`src/rtl/pic_pkg.sv`:
```
package pic_pkg;
  localparam int MAX_LAT = 8;
  localparam int MAX_TBL = 64;

  // Union over rows of all distances between marks in the same row.
  function automatic logic [MAX_LAT-1:0] forbidden_of(input logic [MAX_TBL-1:0] tbl,
                                                      input int stages, input int cols);
    logic [MAX_LAT-1:0] f;
    f = '0;
    for (int s = 0; s < stages; s++)
      for (int a = 0; a < cols; a++)
        for (int b = a + 1; b < cols; b++)
          if (tbl[s*cols+a] && tbl[s*cols+b] && (b - a) <= MAX_LAT)
            f[b-a-1] = 1'b1;
    return f;
  endfunction
endpackage

```
`src/rtl/pic_cv_state.sv`:
```
module pic_cv_state #(
  parameter int              N      = 8,
  parameter logic [N-1:0]    FORBID = '0
) (
  input  logic         clk_i,
  input  logic         rst_ni,
  input  logic         issue_i,
  output logic [N-1:0] cv_o
);
  logic [N-1:0] cv_q, cv_d;

  always_comb begin
    cv_d = {1'b0, cv_q[N-1:1]};
    if (issue_i) cv_d = cv_d | FORBID;
  end

  always_ff @(posedge clk_i or negedge rst_ni)
    if (!rst_ni) cv_q <= '0;
    else         cv_q <= cv_d;

  assign cv_o = cv_q;

  assert_idle_start_R2: assert property (@(posedge clk_i) disable iff (!rst_ni)
    (issue_i && cv_q == '0) |=> (cv_q == FORBID));
  assert_forbid_merged_R4: assert property (@(posedge clk_i) disable iff (!rst_ni)
    issue_i |=> ((cv_q & FORBID) == FORBID));
  assert_idle_no_growth_R5: assert property (@(posedge clk_i) disable iff (!rst_ni)
    !issue_i |=> ($countones(cv_q) <= $countones($past(cv_q))));
endmodule

```
`src/rtl/pic_gap_cnt.sv`:
```
module pic_gap_cnt #(
  parameter int W = 4
) (
  input  logic         clk_i,
  input  logic         rst_ni,
  input  logic         issue_i,
  output logic [W-1:0] cnt_o
);
  localparam logic [W-1:0] SAT = {W{1'b1}};
  logic [W-1:0] cnt_q, cnt_d;

  always_comb begin
    if (issue_i)           cnt_d = W'(1);
    else if (cnt_q == SAT) cnt_d = cnt_q;
    else                   cnt_d = cnt_q + W'(1);
  end

  always_ff @(posedge clk_i or negedge rst_ni)
    if (!rst_ni) cnt_q <= SAT;
    else         cnt_q <= cnt_d;

  assign cnt_o = cnt_q;

  assert_restart_one_R6: assert property (@(posedge clk_i) disable iff (!rst_ni)
    issue_i |=> (cnt_q == W'(1)));
  assert_saturate_hold_R6: assert property (@(posedge clk_i) disable iff (!rst_ni)
    (!issue_i && cnt_q == SAT) |=> (cnt_q == SAT));
endmodule

```
`src/rtl/pipe_issue_ctrl.sv`:
```
module pipe_issue_ctrl
  import pic_pkg::*;
#(
  parameter int N_LAT  = 8,
  parameter int STAGES = 4,
  parameter int COLS   = 6,
  parameter int CNT_W  = 4,
  // bit s*COLS+t set: stage s busy t cycles after a task starts
  parameter logic [STAGES*COLS-1:0] RES_TBL = 24'b001000_010000_001100_100011
) (
  input  logic             clk_i,
  input  logic             rst_ni,
  input  logic             start_req_i,
  output logic             initiate_o,
  output logic [N_LAT-1:0] cv_o,
  output logic [CNT_W-1:0] since_last_o
);
  localparam logic [MAX_TBL-1:0] TBL_EXT = MAX_TBL'(RES_TBL);
  localparam logic [MAX_LAT-1:0] FORBID_FULL = forbidden_of(TBL_EXT, STAGES, COLS);
  localparam logic [N_LAT-1:0]   FORBID = N_LAT'(FORBID_FULL);

  logic [N_LAT-1:0] cv_w;
  logic [CNT_W-1:0] gap_w;

  assign initiate_o = start_req_i & ~cv_w[0];

  pic_cv_state #(.N(N_LAT), .FORBID(FORBID)) u_state (
    .clk_i   (clk_i),
    .rst_ni  (rst_ni),
    .issue_i (initiate_o),
    .cv_o    (cv_w)
  );

  pic_gap_cnt #(.W(CNT_W)) u_gap (
    .clk_i   (clk_i),
    .rst_ni  (rst_ni),
    .issue_i (initiate_o),
    .cnt_o   (gap_w)
  );

  assign cv_o         = cv_w;
  assign since_last_o = gap_w;

  // Is the gap since the last start itself a forbidden latency?
  logic gap_forbidden;
  always_comb begin
    gap_forbidden = 1'b0;
    for (int i = 1; i <= N_LAT; i++)
      if (int'(gap_w) == i) gap_forbidden = FORBID[i-1];
  end

  assert_no_forbidden_latency_R3: assert property (@(posedge clk_i) disable iff (!rst_ni)
    initiate_o |-> !gap_forbidden);
endmodule

```
`config.mk`:
```
export PLATFORM = sky130hd
export DESIGN_NAME = pipe_issue_ctrl
export DESIGN_NICKNAME = d
export VERILOG_FILES = /design/src/rtl/pic_pkg.sv /design/src/rtl/pic_cv_state.sv /design/src/rtl/pic_gap_cnt.sv /design/src/rtl/pipe_issue_ctrl.sv
export SDC_FILE = /design/constraint.sdc
export NUM_CORES = 1
export LEC_CHECK = 0
export BUFFER_PORTS_ARGS = -buffer_cell sky130_fd_sc_hd__buf_2
export CAP_MARGIN = 20
export CORE_AREA = 2 2 39 41
export DETAILED_ROUTE_END_ITERATION = 6
export DIE_AREA = 0 0 41 43
export HOLD_SLACK_MARGIN = 0.06
export SETUP_SLACK_MARGIN = 0.15
export SYNTH_ARGS = -nofsm -noshare
export SYNTH_HDL_FRONTEND = slang
export SYNTH_HIERARCHICAL = 1
export SYNTH_SLANG_ARGS = --single-unit
export TNS_END_PERCENT = 1
```
`constraint.sdc`:
```
create_clock -name clk_i -period 1.45 [get_ports clk_i]
set_input_delay 0.0725 -clock clk_i [delete_from_list [all_inputs] [get_ports clk_i]]
set_output_delay 0.0725 -clock clk_i [all_outputs]
set_load 0.02 [all_outputs]
```
[After elaboration in Yosys (flattened, before gate mapping)]
Index checks and enable logic that the tools add are counted.
Word-level totals
  register bits after elaboration: 9
  output and inout port bits: 13
  logic and storage cells: 10
Operators by class
  add/sub/neg operators: 1
  eq/ne operators: 2
  mux-type cells: 3
  bitwise operators: 2
Operators by type and width (count)
  4-bit 2-to-1 mux: 2
  5-bit 2-to-1 mux: 1
  4-bit by 1-bit adder with 4-bit output (second input constant): 1
  4-bit equality test (second input constant): 1
  2-bit != test (second input constant): 1
  1-bit bitwise AND: 1
  1-bit NOT: 1

[Longest topological paths before layout]
  depth in word-level cells: 3
  depth in mapped cells: 3

[Modules after synthesis]
Netlist, hierarchy kept.
Modules (own cells, without submodules)
  pic_gap_cnt: instances 1, cells each 19, area an instance 220.2 µm²
  pic_cv_state: instances 1, cells each 13, area an instance 178.9 µm²
  pipe_issue_ctrl: instances 1, cells each 1, area an instance 13.8 µm²

[Least setup slack after synthesis]
OpenSTA, ideal clock, no wires.
  path kind: register -> register
  start point: register u_gap.cnt_q[0], in the netlist u_gap/cnt_o[0]
  end point: register u_gap.cnt_q[0], in the netlist u_gap/cnt_o[0]
  data arrival time: 1167 ps
  path slack: 208 ps
  stages on the path, launching flop included: 4
  clock period less this slack: 1242 ps
  cells stage by stage: dfstp_2 ha_1 and3_4 mux2i_1
Between the ends
  cells in the longest elaborated chain, start to end: 3
RTL lines
  from (decl): RTL line pic_gap_cnt.sv:10  | logic [W-1:0] cnt_q, cnt_d;
  from (signal assigned): RTL line pic_gap_cnt.sv:20  | else cnt_q <= cnt_d;
  4-bit by 1-bit adder with 4-bit output: RTL line pic_gap_cnt.sv:15  | else cnt_d = cnt_q + W'(1);
  4-bit 2-to-1 mux: RTL line pic_gap_cnt.sv:14  | else if (cnt_q == SAT) cnt_d = cnt_q;
  4-bit 2-to-1 mux: RTL line pic_gap_cnt.sv:13  | if (issue_i) cnt_d = W'(1);
Several ways; a longest one is shown, not always the timed one. The select of a mux whose other input is x is not followed.
A chain may end at the register's enable or synchronous reset.

[Worst setup path after layout]
  start point: register u_gap.cnt_q[0], in the netlist u_gap/cnt_o[0]
  end point: register u_gap.cnt_q[1], in the netlist u_gap/cnt_o[1]
The elaborated chain is that of the path after synthesis.

==> impl_metrics.json <==
{
  "final_common_cell": "buf_2",
  "crit_slowest_cell": "dfstp_2",
  "cts_tree": "built",
  "cp_data_required_time_ns": 1.63,
  "grt_pass1_wl_um": 1010,
  "synth_top_area_share": 0.303,
  "clk_pin_slew_ns": 0.06,
  "postSynthCellCount": 33,
  "finalHoldViolCount": 0,
  "synth_cell_types": 17,
  "crit_type": "flop to flop",
  "yosys.area.top_type": "dfrtp_1",
  "antenna_cells": 0,
  "clock_skew_ns": 0.000737,
  "core_area_mm2": 0.00138,
  "status": "finished clean",
  "mostFrequentLayoutCells": "buf_2 (12), dfrtp_1 (5), dfstp_2 (4)",
  "cts_buffer_depth": 2,
  "avgViaCountPerCell": 4.30,
  "crit_family": "flip-flops",
  "ys_seq_area_frac": 0.558,
  "totalWireLength_um": 627,
  "clock_latency_ns": 0.25,
  "die_w_um": 41,
  "rsz0062_at_grt": "no",
  "timing.hold.ws_ns": 0.112,
  "fin_ws_ns": 0.218,
  "path_buf_inv": 0,
  "postRouteAntennaNets": 0,
  "final.setup.tns_ns": 0,
  "path_max_fanout": 6,
  "routedWlPerCell_um": 9.95,
  "cts.sinks": 9,
  "dr_total_vias": 271,
  "numCtsBuffers": 3,
  "clock.fmax_mhz": 811,
  "place_ws_ns": 0.213,
  "endpoint_kind": "flop",
  "drive_gt1_frac": 0.489,
  "p_leak_uw": 0.000242,
  "h-tree-depth": 1,
  "slowest_delay_ns": 0.58,
  "fin_crit_sh": 0.850,
  "critPathLaunchType": "flop",
  "die_area_mm2": 0.00176,
  "synth.top_cells.by_area": "dfrtp_1 (30%), dfstp_2 (25%), buf_4 (9.1%)",
  "syn_avg_cell_area_um2": 12.5,
  "setup_violations": 0,
  "dr.pass1.iters": 3,
  "grt_max_degree": 11,
  "port_buffers": 12,
  "min_period_ns": 1.23,
  "die_h_um": 43,
  "synth_area_um2": 413,
  "grt_usage": 0.0897,
  "power.density_mw_per_mm2": 2120,
  "min_path_type": "primary input to flop",
  "fp-row-count": 14,
  "dp.cells": 58,
  "boundaryPins": 16,
  "routabilityCongestion": 0.617,
  "drt_iter0_drc": 3,
  "grt_pass1_vias": 245,
  "cts_root_buf": "clkbuf_4",
  "cp.arrival_ns": 1.41,
  "nNetsFinal": 52,
  "drc": 0,
  "ir_drop_v": 0.000863,
  "start_util": 0.298,
  "fill_cells": 141,
  "ys_seq_elements": 9,
  "antenna_found_initial": 0,
  "grt_overflow": 0,
  "drv_cap": 0,
  "finalMaxSlewViolations": 0,
  "syn2layout_area_growth_pct": 21.5,
  "path_cells": "ha_2 -> and3_4 -> mux2i_1",
  "fin_util": 0.363,
  "final_cells": 63,
  "yosysWarnings": 6
}
-- area by class of cell --
cell class	count	area (µm²)	area share
sequential	9	230	0.459
multi-input combinational	21	155	0.309
timing repair buffer	13	70.1	0.140
clock buffer	4	26.3	0.0524
tap	16	20.0	0.0399
-- path summary, 6_finish.rpt --
| check | to | slack, ns | cells after the start | start |
|---|---|---|---|---|
| worst max-delay path | u_gap/cnt_o[1] | 0.22 | 3 | u_gap/cnt_o[0] |
| worst min-delay path | u_state/cv_o[4] | 0.11 | 2 | start_req_i |
| worst max register to register | u_gap/cnt_o[1] | 0.22 | 3 | u_gap/cnt_o[0] |
| worst min register to register | u_state/cv_o[2] | 0.37 | 0 | u_state/cv_o[3] |
| max in group asynchronous | u_gap/cnt_o[2] | 1.01 | 2 | rst_ni |
| min in group asynchronous | u_state/cv_o[4] | 0.20 | 2 | rst_ni |
-- power breakdown --
group | leakage, µW | switching, µW | internal, µW
Clock | 0.0000150 | 80.0 | 106
Sequential | 0.000103 | 87.6 | 378
Combinational | 0.000124 | 241 | 169
-- metrics by stage --
step / instance area [µm²] / total power [µW]
6_report: 502 / 1060
5_1_grt: 502 / 1150
4_1_cts: 499 / 1080
3_5_place_dp: 463 / 874
3_3_place_gp: 463 / 877
2_1_floorplan: 420 / 773
-- cells in the mapped netlist, drive strengths merged --
| master | number |
|---|---|
| nand2b | 2 |
| nor2 | 2 |
| nor2b | 3 |
| and3b | 1 |
| a211oi | 1 |
| nor3 | 1 |
| mux2i | 2 |
| conb | 1 |
| buf | 5 |
| ha | 1 |
| and3 | 2 |
| or2 | 2 |
| dfrtp | 5 |
| a31oi | 1 |
| dfstp | 4 |
-- flip-flops by register name, summed over array words and instances, names as in the netlist --
signal / count
u_state/cv_o: 5
u_gap/cnt_o: 4
-- routing by layer --
metal / global-route usage / up-vias / routed length [µm]
li1: - / 132 / -
met1: 0.115 / 127 / 270
met2: 0.109 / 12 / 297
met3: 0.0524 / 0 / 59
met4: 0.0600 / 0 / 0
met5: 0 / - / 0
-- logic make-up (layout without fill, tap and decap cells) --
family,count (synthesis),in the layout,synth area share
other cells,1,3,0.00908
fa+ha+maj,1,1,0.0303
mux,2,2,0.0485
simple gates,13,13,0.218
compound gates,2,2,0.0455
buf+inv,5,17,0.0909
flops,9,9,0.558
-- repair_timing --
action | 4_1_cts | 5_1_grt
hold buffers | 1 | 0
endpoints found under the setup margin | 0 | 1
gates resized for setup | 0 | 1
endpoints found under the hold margin | 9 | 0
setup buffers | 0 | 0
Note: power is estimated with default switching activity, not from simulation.
